<file path="config.mk">
export PLATFORM = sky130hd
export DESIGN_NAME = spare_chunk_mapper
export DESIGN_NICKNAME = d
export VERILOG_FILES = /design/src/rtl/spare_map_pkg.sv /design/src/rtl/spare_map_dp.sv /design/src/rtl/spare_map_ctrl.sv /design/src/rtl/spare_chunk_mapper.sv
export SDC_FILE = /design/constraint.sdc
export NUM_CORES = 1
export LEC_CHECK = 0
export ABC_AREA = 1
export CAP_MARGIN = 30
export CORE_ASPECT_RATIO = 0.6
export CORE_UTILIZATION = 35
export CTS_BUF_LIST = sky130_fd_sc_hd__clkbuf_16
export CTS_CLUSTER_DIAMETER = 30
export DETAILED_ROUTE_END_ITERATION = 8
export SYNTH_ARGS = -nofsm -noshare
export SYNTH_HDL_FRONTEND = slang
export SYNTH_HIERARCHICAL = 1
export SYNTH_SLANG_ARGS = --single-unit
</file>
<file path="constraint.sdc">
create_clock -name clk -period 3.5 [get_ports clk]
set_input_delay 0.7 -clock clk [delete_from_list [all_inputs] [get_ports clk]]
set_output_delay 0.7 -clock clk [all_outputs]
set_load 0.005 [all_outputs]
</file>
<file path="src/rtl/spare_map_pkg.sv">
package spare_map_pkg;

  // Strobes from the control FSM to the datapath
  typedef struct packed {
    logic load;      // latch a new request
    logic locStep;   // move one buffer forward while locating the start
    logic xferStep;  // one byte moved
  } mapStrb_t;

  typedef enum logic [1:0] {
    ST_IDLE,
    ST_LOCATE,
    ST_XFER,
    ST_FIN
  } mapState_t;

endpackage

</file>
<file path="src/rtl/spare_map_dp.sv">
module spare_map_dp
  import spare_map_pkg::*;
#(
  parameter int PAGE_W       = 14,
  parameter int SPARE_W      = 8,
  parameter int ADDR_W       = 13,
  parameter int NUM_BUFS     = 8,
  parameter int BUF_BYTES    = 64,
  parameter int SECTOR_BYTES = 512,
  parameter logic [ADDR_W-1:0] SPARE_BASE = 13'h1000
) (
  input  logic               clk,
  input  logic               rstN,
  input  mapStrb_t           strb,
  input  logic [PAGE_W-1:0]  pageBytes,
  input  logic [SPARE_W-1:0] spareBytes,
  input  logic [SPARE_W-1:0] reqOffset,
  input  logic [SPARE_W:0]   reqLen,
  input  logic               memRe,
  output logic [ADDR_W-1:0]  memAddr,
  output logic               locDone,
  output logic               lastByte,
  output logic               zeroLen,
  output logic               rdValid
);

  localparam int SECT_SH  = $clog2(SECTOR_BYTES);
  localparam int IDX_W    = $clog2(NUM_BUFS);
  localparam int SH_W     = $clog2(IDX_W + 1);
  localparam logic [IDX_W-1:0] LAST_IDX = IDX_W'(NUM_BUFS - 1);

  logic [PAGE_W-1:0]  sectors;
  logic [SH_W-1:0]    shiftAmt;
  logic [SPARE_W-1:0] chunkCalc;

  logic [SPARE_W-1:0] chunkQ;
  logic [IDX_W-1:0]   idxQ;
  logic [SPARE_W-1:0] posQ;   // remainder while locating, then position in buffer
  logic [SPARE_W:0]   lenQ;
  logic               atChunkEnd;

  // Sector count and its log2, clamped to the number of buffers
  assign sectors = pageBytes >> SECT_SH;

  always_comb begin
    shiftAmt = '0;
    for (int i = 1; i <= IDX_W; i++) begin
      if (sectors >= PAGE_W'(1 << i)) shiftAmt = SH_W'(i);
    end
  end

  // Bytes per buffer, rounded down to even
  assign chunkCalc = (spareBytes >> shiftAmt) & ~SPARE_W'(1);

  assign zeroLen    = (reqLen == '0);
  assign locDone    = (idxQ == LAST_IDX) || (posQ < chunkQ);
  assign lastByte   = (lenQ == (SPARE_W+1)'(1));
  assign atChunkEnd = (idxQ != LAST_IDX) && (posQ == chunkQ - SPARE_W'(1));

  always_ff @(posedge clk) begin
    if (!rstN) begin
      chunkQ <= '0;
      idxQ   <= '0;
      posQ   <= '0;
      lenQ   <= '0;
    end else if (strb.load) begin
      chunkQ <= chunkCalc;
      idxQ   <= '0;
      posQ   <= reqOffset;
      lenQ   <= reqLen;
    end else if (strb.locStep) begin
      posQ <= posQ - chunkQ;
      idxQ <= idxQ + IDX_W'(1);
    end else if (strb.xferStep) begin
      lenQ <= lenQ - (SPARE_W+1)'(1);
      if (atChunkEnd) begin
        idxQ <= idxQ + IDX_W'(1);
        posQ <= '0;
      end else begin
        posQ <= posQ + SPARE_W'(1);
      end
    end
  end

  // Read data comes back one cycle after the strobe
  always_ff @(posedge clk) begin
    if (!rstN) rdValid <= 1'b0;
    else       rdValid <= memRe;
  end

  assign memAddr = SPARE_BASE
                 + ADDR_W'(idxQ) * ADDR_W'(BUF_BYTES)
                 + ADDR_W'(posQ);

endmodule

</file>
<file path="src/rtl/spare_map_ctrl.sv">
module spare_map_ctrl
  import spare_map_pkg::*;
(
  input  logic     clk,
  input  logic     rstN,
  input  logic     start,
  input  logic     dirWrite,
  input  logic     zeroLen,
  input  logic     locDone,
  input  logic     lastByte,
  output mapStrb_t strb,
  output logic     memWe,
  output logic     memRe,
  output logic     done
);

  mapState_t stateQ, stateD;
  logic      dirQ;

  always_comb begin
    strb          = '0;
    strb.load     = (stateQ == ST_IDLE) && start;
    strb.locStep  = (stateQ == ST_LOCATE) && !locDone;
    strb.xferStep = (stateQ == ST_XFER);
  end

  always_comb begin
    stateD = stateQ;
    unique case (stateQ)
      ST_IDLE:   if (start) stateD = zeroLen ? ST_FIN : ST_LOCATE;
      ST_LOCATE: if (locDone) stateD = ST_XFER;
      ST_XFER:   if (lastByte) stateD = ST_FIN;
      ST_FIN:    stateD = ST_IDLE;
      default:   stateD = ST_IDLE;
    endcase
  end

  always_ff @(posedge clk) begin
    if (!rstN) begin
      stateQ <= ST_IDLE;
      dirQ   <= 1'b0;
    end else begin
      stateQ <= stateD;
      if (strb.load) dirQ <= dirWrite;
    end
  end

  assign memWe = (stateQ == ST_XFER) && dirQ;
  assign memRe = (stateQ == ST_XFER) && !dirQ;
  assign done  = (stateQ == ST_FIN);

endmodule

</file>
<file path="src/rtl/spare_chunk_mapper.sv">
module spare_chunk_mapper
  import spare_map_pkg::*;
#(
  parameter int PAGE_W       = 14,
  parameter int SPARE_W      = 8,
  parameter int ADDR_W       = 13,
  parameter int NUM_BUFS     = 8,
  parameter int BUF_BYTES    = 64,
  parameter int SECTOR_BYTES = 512,
  parameter logic [ADDR_W-1:0] SPARE_BASE = 13'h1000
) (
  input  logic               clk,
  input  logic               rstN,
  input  logic               start,
  input  logic               dirWrite,
  input  logic [PAGE_W-1:0]  pageBytes,
  input  logic [SPARE_W-1:0] spareBytes,
  input  logic [SPARE_W-1:0] reqOffset,
  input  logic [SPARE_W:0]   reqLen,
  input  logic [7:0]         inByte,
  output logic               inTake,
  output logic [ADDR_W-1:0]  memAddr,
  output logic               memWe,
  output logic               memRe,
  output logic [7:0]         memWdata,
  input  logic [7:0]         memRdata,
  output logic               outValid,
  output logic [7:0]         outByte,
  output logic               done
);

  mapStrb_t strb;
  logic     locDone, lastByte, zeroLen, rdValid;

  spare_map_ctrl i_ctrl (
    .clk      (clk),
    .rstN     (rstN),
    .start    (start),
    .dirWrite (dirWrite),
    .zeroLen  (zeroLen),
    .locDone  (locDone),
    .lastByte (lastByte),
    .strb     (strb),
    .memWe    (memWe),
    .memRe    (memRe),
    .done     (done)
  );

  spare_map_dp #(
    .PAGE_W       (PAGE_W),
    .SPARE_W      (SPARE_W),
    .ADDR_W       (ADDR_W),
    .NUM_BUFS     (NUM_BUFS),
    .BUF_BYTES    (BUF_BYTES),
    .SECTOR_BYTES (SECTOR_BYTES),
    .SPARE_BASE   (SPARE_BASE)
  ) i_dp (
    .clk        (clk),
    .rstN       (rstN),
    .strb       (strb),
    .pageBytes  (pageBytes),
    .spareBytes (spareBytes),
    .reqOffset  (reqOffset),
    .reqLen     (reqLen),
    .memRe      (memRe),
    .memAddr    (memAddr),
    .locDone    (locDone),
    .lastByte   (lastByte),
    .zeroLen    (zeroLen),
    .rdValid    (rdValid)
  );

  assign inTake   = memWe;
  assign memWdata = inByte;
  assign outValid = rdValid;
  assign outByte  = memRdata;

endmodule

</file>
==> results.md <==
- The cell type with the largest total area after synthesis is sky130_fd_sc_hd__dfxtp_1.
- The minimum clock period is roughly 2.9 ns.
- The worst hold endpoint is i_dp/lenQ[1].
- In this run the number of H-tree levels came out at 2.
- The number of cells on the worst hold path is 2.
- The final-report hold violation count was 0.
- The number of instances resized during post-cts repair is 0.
- The ratio of routed vias to standard cells is between 4 and 5.
- For this design, the sink count on the clock tree is 31.
- The root buffer selected by CTS is sky130_fd_sc_hd__clkbuf_16.
- Yosys printed 6 warnings.
- Entering global routing, the biggest net connects 20 pins.
- The primary flip-flop cell chosen by synthesis mapping is sky130_fd_sc_hd__dfxtp_1.
- The layout-stage area growth over the synthesis result is 20.22%.
- The number of antenna violations at the first check in global routing is 0.
- The filler cells instantiated in the layout total around 790.
- The CTS tree is yes.
- The fraction of synthesis flops using an asynchronous set or reset pin is 0%.
- The floorplan has 24 rows.
- The horizontal extent of the die is 116.1 µm.
- Yosys attributes the largest share of cell area to sky130_fd_sc_hd__dfxtp_1 (23%), sky130_fd_sc_hd__nand2_1 (14%), sky130_fd_sc_hd__ha_1 (9.1%).
- After clock tree synthesis, the clock-pin slew on the worst setup and hold paths is 0.05 ns.
- The HPWL after detailed placement is between 5000 and 6000 µm.
- For this block, the via count after detailed routing is about 2700.
- The critical path is of the flip-flop to flip-flop type.
- Based on the critical path, the design can be clocked at up to ~340 MHz.
- The sequential fraction of the synthesis area is approximately 23%.
- The number of instances in the synthesized netlist is 427.
- The full die area is between 0.008 and 0.009 mm².
- The total wirelength of the detailed-routed design is 6993 µm.
- The final critical path takes up a little over four fifths of the cycle.
- Dividing the synthesized area by the synthesized cell count gives between 6 and 7 µm².
- The first TritonRoute pass finished after 5 iterations.
- The class of the tightest hold or removal check is flip-flop to flip-flop.
- The number of buffers on the longest clock path is 2.
- Headroom to the max-slew limit came out at between 60% and 70%.
- The I/O pin count is between 90 and 100.
- In this run the static leakage power is 1.519 nW.
- In this run the power density over the cells is ~760 mW/mm².
- For flop-to-flop paths, the worst setup slack is 0.56 ns.
- Overall power consumption after layout is estimated at 0.002500 W.
- The transition at the pin with the smallest max-transition slack is between 0.5 and 0.6 ns.
- Global routing used between 10% and 20% of the available tracks across all layers.
- The final routed DRC violation total is 0.
- Max-cap violations in this run came to 0.
- The placeable core area is roughly 0.0074 mm².
- The setup total negative slack is 0 ns.
- The run finished with clean final reports.
- The fraction of final layout cells with drive strength greater than 1 is 5.507%.
- After synthesis, the netlist uses 43 different library cells.
- The wire length of the first global-routing pass is 11740 µm.
- After synthesis the cells add up to 0.002735 mm².
- The number of hold buffers added after CTS was 0.
- The net count of the finished layout is 534.
- The number of antenna cells inserted is 0.
- The data required time at the worst endpoint is 3.71 ns.
- The data arrival time of the critical path is about 3.2 ns.
- The maximum VDD drop is 262.2 µV.
- The startpoint identified for the worst register-to-register timing path is i_dp/chunkQ[3].
- The count of routing violations after the opening detailed-route iteration is roughly 140.
- Post-CTS timing repair inserted 0 buffers for setup.
- The number of slew-limit violations in the final report is 0.
- Once detail routing completed, the nets flagged for antenna violations numbered 0.
- The source of the worst hold timing path is i_dp/lenQ[1].
- Setup violations remaining at the end of the flow were counted as 0.
- The setup skew after layout is around 0.0035 ns.
- The final weighted congestion of routability-driven global placement is approximately 0.84.
- Setup repair after global routing left no endpoint under its margin.
- The die is roughly 70 µm tall.
- The number of clock buffers added by TritonCTS is 5.
- The count of buffers inserted at the top-level ports is 46.
- The insertion delay of the later-clocked pin in the worst-skew pair is 0.28 ns.
- The via count of the first global-routing pass is ~2500.
- The worst register-to-register path ends at i_dp/lenQ[7].
- The number of enable-type register cells in the synthesized netlist is 0.
- The effective utilization at floorplan is a little under two fifths.
- The worst reg2reg path depth is 16.
- The total overflow left after global routing is 0.
- The final hold slack is ~0.47 ns.
- The largest driver fanout on the critical path is 7.
- The worst setup path is launched from a flip-flop.
- In the final routed layout, each cell accounts on average for ~13 µm.
- STA classifies the critical path endpoint as a flip-flop.
- Of the post-synthesis cell area, the dominant cell type holds a little under a quarter.
- The synthesis-stage register bit count is 31.
-- per-stage QoR --
stage          util (%)  cell area (µm²)  setup slack, ns  cells
2_1_floorplan         -             2739           0.9995    428
3_3_place_gp      42.44             3148           0.6025    550
3_5_place_dp      42.44             3148           0.5987    550
4_1_cts           44.33             3288           0.5748    558
5_1_grt           44.33             3288           0.2324    558
6_report          44.33             3288           0.5630    558
-- state kept, by name, indices dropped and copies added, names as in the netlist --
signal / count
i_dp/lenQ: 9
i_dp/posQ: 8
i_dp/chunkQ: 7
i_dp/idxQ: 3
i_ctrl/stateQ: 2
i_ctrl/dirQ: 1
i_dp/rdValid: 1
-- worst max-delay path by stage --
stage	startpoint	depth (start not counted)	end	slack [ns]
4_1_cts	i_dp/chunkQ[3]	16	i_dp/lenQ[7]	0.57
5_1_grt	i_dp/chunkQ[3]	16	i_dp/lenQ[4]	0.23
3_5_place_dp	i_dp/chunkQ[3]	16	i_dp/lenQ[7]	0.60
6_report	i_dp/chunkQ[3]	16	i_dp/lenQ[7]	0.56
2_1_floorplan	i_dp/chunkQ[3]	17	i_dp/posQ[4]	1.0
3_3_place_gp	i_dp/chunkQ[3]	16	i_dp/lenQ[7]	0.60
-- layer usage --
layer  wire length, µm  vias to the layer above  track usage (%)
li1                  -                     1399                -
met1              3953                     1182            29.41
met2              2483                       87            23.81
met3               537                        2            5.035
met4                19                        0            5.128
met5                 0                        -                0
-- cells in the mapped netlist (3+ instances only) --
cell	instances
sky130_fd_sc_hd__nand2_4	4
sky130_fd_sc_hd__dfxtp_1	31
sky130_fd_sc_hd__nand2_1	100
sky130_fd_sc_hd__xnor2_1	5
sky130_fd_sc_hd__ha_1	20
sky130_fd_sc_hd__clkbuf_1	7
sky130_fd_sc_hd__o21ai_0	16
sky130_fd_sc_hd__o221ai_1	3
sky130_fd_sc_hd__buf_4	26
sky130_fd_sc_hd__nor3_1	5
sky130_fd_sc_hd__xor2_1	6
sky130_fd_sc_hd__nor2_1	47
sky130_fd_sc_hd__a31oi_1	6
sky130_fd_sc_hd__nand3_1	28
sky130_fd_sc_hd__inv_1	57
sky130_fd_sc_hd__o211ai_1	4
sky130_fd_sc_hd__inv_2	3
sky130_fd_sc_hd__a21oi_1	25
-- cell families (layout without fill, tap and decap cells) --
kind of cell	Yosys count	after routing	share of synthesized area, %
simple gates	196	196	30.97
buf+inv	96	122	16.79
compound gates	69	69	15.14
flops	31	31	22.69
fa+ha+maj	22	22	10.61
xor+xnor	11	11	3.522
other cells	2	3	0.2746
-- final cells by class --
cell class	instances	area, µm²	share of cell area [%]
sequential	31	620.6	18.87
timing repair buffer	52	505.5	15.37
clock inverter	3	15.01	0.4566
clock buffer	5	125.1	3.805
tap	104	130.1	3.957
inverter	62	232.7	7.078
multi-input combinational	301	1659	50.46
-- cell usage in the layout (no fill, tap or decap), types with 3 or more instances in the layout --
cell type and instances:
sky130_fd_sc_hd__buf_4 6, sky130_fd_sc_hd__o221ai_1 3, sky130_fd_sc_hd__nor3_1 5, sky130_fd_sc_hd__inv_2 3
sky130_fd_sc_hd__o211ai_1 4, sky130_fd_sc_hd__xor2_1 6, sky130_fd_sc_hd__a21oi_1 25, sky130_fd_sc_hd__clkdlybuf4s50_1 46
sky130_fd_sc_hd__nor2_1 47, sky130_fd_sc_hd__xnor2_1 5, sky130_fd_sc_hd__clkbuf_16 5, sky130_fd_sc_hd__inv_1 57
sky130_fd_sc_hd__o21ai_0 16, sky130_fd_sc_hd__dfxtp_1 31, sky130_fd_sc_hd__clkinv_1 4, sky130_fd_sc_hd__a31oi_1 6
sky130_fd_sc_hd__conb_1 3, sky130_fd_sc_hd__nand2_1 100, sky130_fd_sc_hd__ha_1 20, sky130_fd_sc_hd__nand3_1 28
sky130_fd_sc_hd__nand2_4 4
-- report_power, final --
| part | internal, W | switching, W |
|---|---|---|
| combinational | 0.000620 | 0.000872 |
| clock | 0.000258 | 0.000164 |
| sequential | 0.000450 | 0.000136 |
| total | 0.00133 | 0.00117 |
-- critical path, cell delays in order (launching register included) --
cell and delay (ns):
sky130_fd_sc_hd__dfxtp_1 0.42, sky130_fd_sc_hd__inv_2 0.09, sky130_fd_sc_hd__ha_1 0.35, sky130_fd_sc_hd__a21oi_1 0.22
sky130_fd_sc_hd__o211ai_1 0.15, sky130_fd_sc_hd__nand2_1 0.08, sky130_fd_sc_hd__a21boi_0 0.07, sky130_fd_sc_hd__o21ai_0 0.20
sky130_fd_sc_hd__inv_1 0.11, sky130_fd_sc_hd__nand2_4 0.08, sky130_fd_sc_hd__inv_1 0.11, sky130_fd_sc_hd__nor2_1 0.29
sky130_fd_sc_hd__nand2_1 0.15, sky130_fd_sc_hd__inv_1 0.22, sky130_fd_sc_hd__a21oi_1 0.07, sky130_fd_sc_hd__a21o_1 0.16
sky130_fd_sc_hd__a21oi_1 0.10
(Power assumes the default switching activity.)
